===== src/rtl/tpx_pkg.sv =====
package tpx_pkg;
  localparam int DIM_W  = 12;
  localparam int LEVELS = 3;

  typedef enum logic [1:0] {
    EL_B8  = 2'd0,
    EL_B16 = 2'd1,
    EL_B32 = 2'd2,
    EL_RSV = 2'd3
  } elem_e;
endpackage


===== src/rtl/tpx_check.sv =====
module tpx_check
  import tpx_pkg::*;
#(
  parameter int STRB_W    = 8,
  parameter bit ADDR_ONLY = 1'b0
) (
  input  logic [1:0]       mode,
  input  logic [DIM_W-1:0] rows,
  input  logic [DIM_W-1:0] cols,
  output logic             bad
);
  // Tiles need at least four bytes per beat; the address-only walk has no tiles.
  localparam bit NARROW = !ADDR_ONLY && (STRB_W < 4);

  always_comb begin
    bad = NARROW;
    if (elem_e'(mode) == EL_RSV) bad = 1'b1;
    if (rows == '0 || cols == '0) bad = 1'b1;
  end
endmodule


===== src/rtl/tpx_geom.sv =====
module tpx_geom
  import tpx_pkg::*;
#(
  parameter int AW        = 32,
  parameter int STRB_W    = 8,
  parameter bit ADDR_ONLY = 1'b0
) (
  input  logic [1:0]                  mode,
  input  logic [DIM_W-1:0]            rows,
  input  logic [DIM_W-1:0]            cols,
  output logic [AW-1:0]               len,
  output logic [LEVELS-1:0][DIM_W-1:0] reps,
  output logic [LEVELS-1:0][AW-1:0]   sstr,
  output logic [LEVELS-1:0][AW-1:0]   dstr
);
  localparam int LS = $clog2(STRB_W);

  logic [AW-1:0] rows_a, cols_a, eb;
  assign rows_a = AW'(rows);
  assign cols_a = AW'(cols);
  assign eb     = AW'(1) << mode;

  if (ADDR_ONLY) begin : g_addr
    // Element-granular walk: level 0 steps down source rows, level 1 across columns.
    always_comb begin
      len     = eb;
      reps[0] = rows;
      reps[1] = cols;
      reps[2] = DIM_W'(1);
      sstr[0] = cols_a << mode;
      dstr[0] = eb;
      sstr[1] = eb;
      dstr[1] = rows_a << mode;
      sstr[2] = '0;
      dstr[2] = '0;
    end
  end else begin : g_eng
    logic [3:0]       lne;       // log2 of elements per beat
    logic [DIM_W-1:0] ne, tm, tn;
    logic [DIM_W:0]   rsum, csum;
    logic [AW-1:0]    pad_a;     // rows rounded up to a whole tile

    always_comb begin
      lne   = 4'(LS) - {2'b00, mode};
      ne    = DIM_W'(1) << lne;
      rsum  = {1'b0, rows} + {1'b0, ne} - 13'd1;
      csum  = {1'b0, cols} + {1'b0, ne} - 13'd1;
      tm    = DIM_W'(rsum >> lne);
      tn    = DIM_W'(csum >> lne);
      pad_a = AW'(tm) << lne;

      len     = AW'(STRB_W);
      reps[0] = ne;
      reps[1] = tm;
      reps[2] = tn;
      sstr[0] = cols_a << mode;
      dstr[0] = pad_a << mode;
      sstr[1] = cols_a << LS;
      dstr[1] = AW'(STRB_W);
      sstr[2] = AW'(STRB_W);
      dstr[2] = pad_a << LS;
    end
  end
endmodule


===== src/rtl/tpx_oreg.sv =====
module tpx_oreg #(
  parameter int W = 64
) (
  input  logic         clk,
  input  logic         rst,
  input  logic         in_valid,
  output logic         in_ready,
  input  logic         in_bad,
  input  logic [W-1:0] in_data,
  output logic         out_valid,
  input  logic         out_ready,
  output logic [W-1:0] out_data,
  output logic         err
);
  logic take;
  assign in_ready = !out_valid || out_ready;
  assign take     = in_valid && in_ready;

  always_ff @(posedge clk) begin
    if (rst) begin
      out_valid <= 1'b0;
      err       <= 1'b0;
      out_data  <= '0;
    end else begin
      err <= take && in_bad;
      if (take) begin
        out_valid <= !in_bad;
        if (!in_bad) out_data <= in_data;
      end else if (out_ready) begin
        out_valid <= 1'b0;
      end
    end
  end

  a_r8_hold: assert property (@(posedge clk) disable iff (rst)
    (out_valid && !out_ready) |=> (out_valid && $stable(out_data)))
    else $error("a_r8_hold: stalled output changed");

  a_r8_accept: assert property (@(posedge clk) disable iff (rst)
    (in_valid && in_ready) |=> (out_valid || err))
    else $error("a_r8_accept: accepted request produced no result");

  a_r7_excl: assert property (@(posedge clk) disable iff (rst)
    err |-> !out_valid)
    else $error("a_r7_excl: rejected request forwarded");
endmodule


===== src/rtl/tpose_expander.sv =====
module tpose_expander
  import tpx_pkg::*;
#(
  parameter int AW        = 32,
  parameter int STRB_W    = 8,
  parameter bit ADDR_ONLY = 1'b0
) (
  input  logic                         clk,
  input  logic                         rst,
  input  logic                         in_valid,
  output logic                         in_ready,
  input  logic [AW-1:0]                in_src,
  input  logic [AW-1:0]                in_dst,
  input  logic [AW-1:0]                in_len,
  input  logic                         in_tp,
  input  logic [1:0]                   in_mode,
  input  logic [11:0]                  in_rows,
  input  logic [11:0]                  in_cols,
  input  logic [2:0][11:0]             in_reps,
  input  logic [2:0][AW-1:0]           in_sstr,
  input  logic [2:0][AW-1:0]           in_dstr,
  output logic                         out_valid,
  input  logic                         out_ready,
  output logic [AW-1:0]                out_src,
  output logic [AW-1:0]                out_dst,
  output logic [AW-1:0]                out_len,
  output logic                         out_tp,
  output logic [1:0]                   out_mode,
  output logic [11:0]                  out_rows,
  output logic [11:0]                  out_cols,
  output logic [2:0][11:0]             out_reps,
  output logic [2:0][AW-1:0]           out_sstr,
  output logic [2:0][AW-1:0]           out_dstr,
  output logic                         err_o
);
  typedef struct packed {
    logic [AW-1:0]                  src;
    logic [AW-1:0]                  dst;
    logic [AW-1:0]                  len;
    logic                           tp;
    logic [1:0]                     mode;
    logic [DIM_W-1:0]               rows;
    logic [DIM_W-1:0]               cols;
    logic [LEVELS-1:0][DIM_W-1:0]   reps;
    logic [LEVELS-1:0][AW-1:0]      sstr;
    logic [LEVELS-1:0][AW-1:0]      dstr;
  } prog_t;
  localparam int PW = $bits(prog_t);

  logic                          chk_bad;
  logic [AW-1:0]                 g_len;
  logic [LEVELS-1:0][DIM_W-1:0]  g_reps;
  logic [LEVELS-1:0][AW-1:0]     g_sstr, g_dstr;
  prog_t                         nxt, cur;
  logic [PW-1:0]                 cur_v;

  tpx_check #(.STRB_W(STRB_W), .ADDR_ONLY(ADDR_ONLY)) u_check (
    .mode(in_mode), .rows(in_rows), .cols(in_cols), .bad(chk_bad));

  tpx_geom #(.AW(AW), .STRB_W(STRB_W), .ADDR_ONLY(ADDR_ONLY)) u_geom (
    .mode(in_mode), .rows(in_rows), .cols(in_cols),
    .len(g_len), .reps(g_reps), .sstr(g_sstr), .dstr(g_dstr));

  always_comb begin
    nxt = '{src: in_src, dst: in_dst, len: in_len, tp: in_tp, mode: in_mode,
            rows: in_rows, cols: in_cols, reps: in_reps, sstr: in_sstr,
            dstr: in_dstr};
    if (in_tp) begin
      nxt.len  = g_len;
      nxt.reps = g_reps;
      nxt.sstr = g_sstr;
      nxt.dstr = g_dstr;
      nxt.tp   = !ADDR_ONLY;
    end
  end

  tpx_oreg #(.W(PW)) u_oreg (
    .clk(clk), .rst(rst),
    .in_valid(in_valid), .in_ready(in_ready),
    .in_bad(in_tp && chk_bad), .in_data(nxt),
    .out_valid(out_valid), .out_ready(out_ready),
    .out_data(cur_v), .err(err_o));

  assign cur      = prog_t'(cur_v);
  assign out_src  = cur.src;
  assign out_dst  = cur.dst;
  assign out_len  = cur.len;
  assign out_tp   = cur.tp;
  assign out_mode = cur.mode;
  assign out_rows = cur.rows;
  assign out_cols = cur.cols;
  assign out_reps = cur.reps;
  assign out_sstr = cur.sstr;
  assign out_dstr = cur.dstr;

  if (ADDR_ONLY) begin : g_chk_addr
    a_r6_flag_clear: assert property (@(posedge clk) disable iff (rst)
      out_valid |-> !out_tp)
      else $error("a_r6_flag_clear: address-only output carries engine flag");
  end else begin : g_chk_eng
    a_r3_beat_len: assert property (@(posedge clk) disable iff (rst)
      (out_valid && out_tp) |-> (out_len == AW'(STRB_W)))
      else $error("a_r3_beat_len: engine program inner length is not one beat");
  end
endmodule


===== config.mk =====
export PLATFORM = sky130hd
export DESIGN_NAME = tpose_expander
export DESIGN_NICKNAME = d
export VERILOG_FILES = /design/src/rtl/tpx_pkg.sv /design/src/rtl/tpx_check.sv /design/src/rtl/tpx_geom.sv /design/src/rtl/tpx_oreg.sv /design/src/rtl/tpose_expander.sv
export SDC_FILE = /design/constraint.sdc
export NUM_CORES = 1
export LEC_CHECK = 0
export ABC_AREA = 1
export CAP_MARGIN = 30
export CORE_AREA = 5 5 275 277
export CTS_BUF_LIST = sky130_fd_sc_hd__clkbuf_2
export DETAILED_ROUTE_END_ITERATION = 8
export DIE_AREA = 0 0 280 282
export GPL_ROUTABILITY_DRIVEN = 0
export PLACE_DENSITY_LB_ADDON = 0.12
export SLEW_MARGIN = 30
export SYNTH_ARGS = -nofsm -noshare
export SYNTH_HDL_FRONTEND = slang
export SYNTH_SLANG_ARGS = --single-unit

===== constraint.sdc =====
create_clock -name clk -period 10 [get_ports clk]
set_input_delay 2 -clock clk [delete_from_list [all_inputs] [get_ports clk]]
set_output_delay 2 -clock clk [all_outputs]
set_load 0.01 [all_outputs]

Yosys cells after proc, flatten, opt, wreduce, memory -nomap -nowiden:

Index checks and enable logic that the tools add are counted.

* flip-flop bits (word level): 353
* output and inout port bits: 354
* logic and storage cells: 33

* add/subtract/negate cells: 5
* equal/unequal tests: 1
* shifts and indexed selects: 6
* muxes and demuxes: 6
* bitwise operators: 1
* reductions and logical operators: 11

Operator list (number)
* 228-bit 2-to-1 mux: 1
* 33-bit 2-to-1 mux: 1
* 12-bit by 2-bit << shifter with 32-bit output: 1
* 12-bit by 4-bit << shifter with 32-bit output: 1
* 32-bit by 2-bit << shifter with 32-bit output: 1
* 12-bit by 12-bit adder with 13-bit output: 2
* 13-bit by 4-bit >> shifter with 12-bit output: 2
* 13-bit by 1-bit subtractor with 13-bit output (second input constant): 2
* 12-bit zero test: 2
* 1-bit by 4-bit << shifter with 12-bit output (first input constant): 1
* 1-bit 2-to-1 mux: 4
* 1-bit logical AND: 3
* 2-bit by 2-bit subtractor with 3-bit output (first input constant): 1
* 2-bit equality test (second input constant): 1
* 1-bit zero test: 2
* 1-bit logical OR: 2
* 2-bit AND reduction: 1
* 2-bit nonzero test: 1
* 1-bit NOT: 1

Longest topological paths before layout:

* depth in word-level cells: 8
* depth in mapped cells: 22
* mapped depth without buffers: 21

Modules after synthesis:

From an unflattened synthesis, not the netlist that was laid out.

* cell total of the unflattened synthesis: 4535
* area total of the unflattened synthesis: 25481.9 um^2

Modules (own cells, without submodules)
* tpx_oreg: times used 1, cells an instance 3013, area each 18186.2 um^2
* tpx_geom: times used 1, cells an instance 658, area each 3827.4 um^2
* tpose_expander: times used 1, cells an instance 840, area each 3367.0 um^2
* tpx_check: times used 1, cells an instance 24, area each 101.3 um^2

Worst setup path before layout:

OpenSTA, ideal clock, no wires.

* kind: input-to-reg
* start: input in_mode[1]
* end: register u_oreg.out_data[5]
* library setup time: 132 ps
* arrival time: 4611 ps
* setup slack: 5257 ps
* stages on the path: 21
* path through: buf_4 > inv_1 > nor2_1 > inv_1 > ha_1 > inv_1 > ha_1 > inv_1 > fa_1 > inv_1 > nand3_1 > nand3_1 > xor2_1 > nand2_1 > o21ai_1 > nand2_1 > o21ai_2 > or2_1 > o21ai_1 > nand2_1 > a21oi_1

* word-level cells in the longest chain between the ends: 8
* elaborated cells between the ends (all ways): 14
* classes of those cells: 3 x add/sub; 1 x eq/ne; 4 x shift; 3 x mux; 1 x bitwise; 2 x reduce/logical

RTL lines
* start: declaration: line tpose_expander.sv:16 `input logic [1:0] in_mode,`
* 2-bit by 2-bit subtractor with 3-bit output: line tpx_geom.sv:44 `lne = 4'(LS) - {2'b00, mode};`
* 1-bit by 4-bit << shifter with 12-bit output: line tpx_geom.sv:45 `ne = DIM_W'(1) << lne;`
* 12-bit by 12-bit adder with 13-bit output: line tpx_geom.sv:46 `rsum = {1'b0, rows} + {1'b0, ne} - 13'd1;`
* 13-bit by 1-bit subtractor with 13-bit output: line tpx_geom.sv:46
* 13-bit by 4-bit >> shifter with 12-bit output: line tpx_geom.sv:48 `tm = DIM_W'(rsum >> lne);`
* 12-bit by 4-bit << shifter with 32-bit output: line tpx_geom.sv:50 `pad_a = AW'(tm) << lne;`
* 32-bit by 2-bit << shifter with 32-bit output: line tpx_geom.sv:57 `dstr[0] = pad_a << mode;`
* 228-bit 2-to-1 mux: line tpose_expander.sv:68 `if (in_tp) begin`
* end signal: assignment: line tpx_oreg.sv:28 `if (!in_bad) out_data <= in_data;`
* end: declaration: line tpx_oreg.sv:12 `output logic [W-1:0] out_data,`

Several ways; a longest one is shown, not always the timed one.
A chain may end at the register's enable or synchronous reset.

Worst setup path in the final report:

* start: input in_mode[1]
* end: register u_oreg.out_data[69]

* word-level cells in the longest chain between the ends: 7
* elaborated cells between the ends (all ways): 13
* classes of those cells: 3 x add/sub; 1 x eq/ne; 3 x shift; 3 x mux; 1 x bitwise; 2 x reduce/logical

RTL lines (line)
* 2-bit by 2-bit subtractor with 3-bit output: tpx_geom.sv:44
* 1-bit by 4-bit << shifter with 12-bit output: tpx_geom.sv:45
* 12-bit by 12-bit adder with 13-bit output: tpx_geom.sv:46
* 13-bit by 1-bit subtractor with 13-bit output: tpx_geom.sv:46
* 13-bit by 4-bit >> shifter with 12-bit output: tpx_geom.sv:48
* 12-bit by 4-bit << shifter with 32-bit output: tpx_geom.sv:50
* 228-bit 2-to-1 mux: tpose_expander.sv:68

Several ways; a longest one is shown, not always the timed one.

==> flow_metrics.py <==
metrics = {
    "grt": {
        "antenna_found_initial": 31,
        "grt-ovfl-total": 0,
        "grt_max_degree": 210,
        "grt_pass1_wl_microns": 111000,
        "grtUsageTotal": 0.187,
        "grt_most_used_layer": "met2",
        "grt_pass1_vias": 16200,
        "grt_use_met2": 0.304,
        "grt_use_met1": 0.215,
        "grtUsageMet3": 0.0806,
    },
    "critical_path": {
        "crit_type": "in2reg",
        "ff2ff_setup_slack_ns": 6.47,
        "path_max_fanout": 18,
        "rr_startpoint": "u_oreg.out_valid",
        "start_kind": "primary input",
        "cp.arrival_ns": 6.53,
        "cp.required_ns": 10.90,
        "end_kind": "flop",
        "r2r_cells": 8,
        "r2r-end": "u_oreg.out_data[100]",
    },
    "power_and_ir_drop": {
        "peakVddDrop_mv": 0.0725,
        "power_density_mw_per_mm2": 148,
        "leakage_nw": 9.22,
    },
    "detailed_routing": {
        "drt_iter0_drc": 901,
        "routed_wl_microns": 79300,
        "routedWlPerCell_microns": 21.1,
        "drc": 0,
        "vias": 16500,
        "dr.pass1.iters": 5,
        "vias_per_cell": 4.40,
        "drtAntennaViolNets": 0,
    },
    "layout": {
        "drive_above_1_share": 0.0768,
        "syn_to_final_growth_pct": 57.9,
        "final_core_util": 0.328,
        "finalNetCount": 3101,
    },
    "floorplanning": {
        "ios": 709,
        "die_area_sq_mm": 0.0790,
        "rows": 99,
        "initial_core_util": 0.208,
        "die_x_microns": 280,
        "die_height_microns": 282,
        "core_sq_mm": 0.0726,
    },
    "clock_network": {
        "post-cts-setup-buffers": 0,
        "root_buffer": "clkbuf_2",
        "clk_latency_ns": 1.12,
        "cts_resized": 0,
        "cts_buffers": 108,
        "clock_path_buffers": 3,
        "h-tree-depth": 3,
        "path_clk_slew_ns": 0.08,
        "cts_tree": "built",
        "cts_hold_buffers": 0,
        "numClockSinks": 353,
    },
    "logic_synthesis": {
        "synthCells": 2015,
        "synthArstFlopShare": 0,
        "yosysWarnings": 0,
        "synth_area_sq_mm": 0.0151,
        "syn-num-nets": 2410,
        "synth_seq_area_share": 0.469,
        "synth_top_flop_cell": "dfxtp_1",
        "synth-edff-count": 0,
        "yosysTopAreaCellShare": 0.469,
        "syn_avg_cell_area_sq_um": 7.48,
        "synth_area_leaders": "dfxtp_1 47%, nand2_1 14%, a21oi_1 9.8%",
        "synth_seq_cells": 353,
        "netlist-cell-type-count": 50,
        "ys_top_cells_by_count": "562 x nand2_1, 353 x dfxtp_1, 295 x a21oi_1, 188 x nor2_1, 176 x o21ai_0",
        "yosysMostFrequentCell": "nand2_1",
        "synth_top_cell_by_area": "dfxtp_1",
    },
    "timing": {
        "finalCriticalPeriod_ns": 5.62,
        "hold_viol": 0,
        "setup_ws_ns": 4.38,
        "slew_headroom": 0.376,
        "setup_viol": 0,
        "skew_ns": 0.103,
        "setup_tns_ns": 0,
        "finalMaxSlewViolations": 0,
        "fmax_mhz": 178,
        "rsz0062_at_grt": "false",
        "worst_slew_pin_slew_ns": 0.936,
        "fin_crit_sh": 0.562,
    },
    "place": {
        "portBuffers": 708,
        "post-place-ws_ns": 3.45,
        "place_hpwl_microns": 59300,
    },
    "min_path": {
        "hold_class": "reg2reg",
        "min_from": "u_oreg.out_data[144]",
        "holdPathEnd": "u_oreg.out_data[144]",
        "min_path_cells": 2,
    },
    "status": {
        "status": "finished, final reports clean",
    },
    "flow_run": {
        "maxCapViolCount": 0,
    },
}
## worst max-delay path by stage
stage / from / end
after floorplan: in_mode[1] / u_oreg.out_data[5]
after global placement: in_mode[1] / u_oreg.out_data[69]
after detailed placement: in_mode[1] / u_oreg.out_data[204]
after CTS: in_mode[1] / u_oreg.out_data[69]
after global routing: in_mode[1] / u_oreg.out_data[69]
final: in_mode[1] / u_oreg.out_data[69]
## where the power goes
group          switching [mW]  internal (mW)
Combinational           0.436          0.392
Clock                   0.689          0.452
Sequential             0.0467           1.50
## cell type report
cell class	instances	area [sq um]
timing repair buffer	721	7270
inverter	99	379
antenna	15	37.5
tap	959	1200
sequential	353	7070
clock buffer	155	776
multi-input combinational	1423	6870
clock inverter	35	190
fill	7912	48800
## critical path: stages
cell             delay (ns)
clkdlybuf4s50_1        0.98
inv_1                  0.40
nor2_1                 0.47
inv_1                  0.16
ha_1                   0.30
inv_1                  0.06
ha_1                   0.17
inv_1                  0.07
fa_1                   0.45
inv_1                  0.12
nand3_1                0.08
nand3_1                0.11
xor2_1                 0.30
nand2_1                0.08
o21ai_1                0.12
nand2_1                0.09
o21ai_2                0.09
nand2_1                0.07
nand3_1                0.12
o21ai_0                0.11
nand2_1                0.08
a21oi_1                0.07
## per-layer routing
metal  part of all wire  wire (microns)  vias up
li1                   -               -     8075
met1               0.39           31100     7632
met2               0.47           37300      630
met3              0.097            7710      166
met4              0.037            2930       28
met5             0.0024             190        -
## metrics by stage
step	area, sq um	total power, mW	instances	hold slack [ns]
after floorplan	15100	1.94	2015	0.483
after global placement	22700	2.40	3551	0.448
after detailed placement	22700	2.41	3552	0.452
after CTS	23700	3.61	3742	0.465
after global routing	23800	3.75	3756	0.478
final	23800	3.51	3760	0.461
## registers in the layout, indices dropped and copies added, names as in the netlist
signal            count
u_oreg.out_valid      1
u_oreg.err            1
u_oreg.out_data     351
## kinds of logic (layout without fill, tap and decap cells)
group | count (synthesis) | in the layout | synth area share
simple gates | 832 | 832 | 0.216
compound gates | 536 | 536 | 0.194
flops | 353 | 353 | 0.469
buf+inv | 239 | 1010 | 0.0766
fa+ha+maj | 40 | 40 | 0.0342
xor+xnor | 12 | 12 | 0.00797
mux | 3 | 3 | 0.00199
other cells | 0 | 15 | 0
## layout by cell type, fill, tap and decap left out, drive strengths merged, types with 4 or more instances in the layout
cell type / count
clkdlybuf4s50: 705
nand2: 564
dfxtp: 353
a21oi: 297
nor2: 191
o21ai: 185
clkbuf: 155
inv: 104
nand3: 53
ha: 38
clkinv: 28
a31oi: 17
buf: 16
diode: 15
a41oi: 9
o211ai: 9
xor2: 9
nand4: 8
nor3: 7
a221oi: 4
or2: 4
No activity file was read; power rests on OpenSTA's default activity.
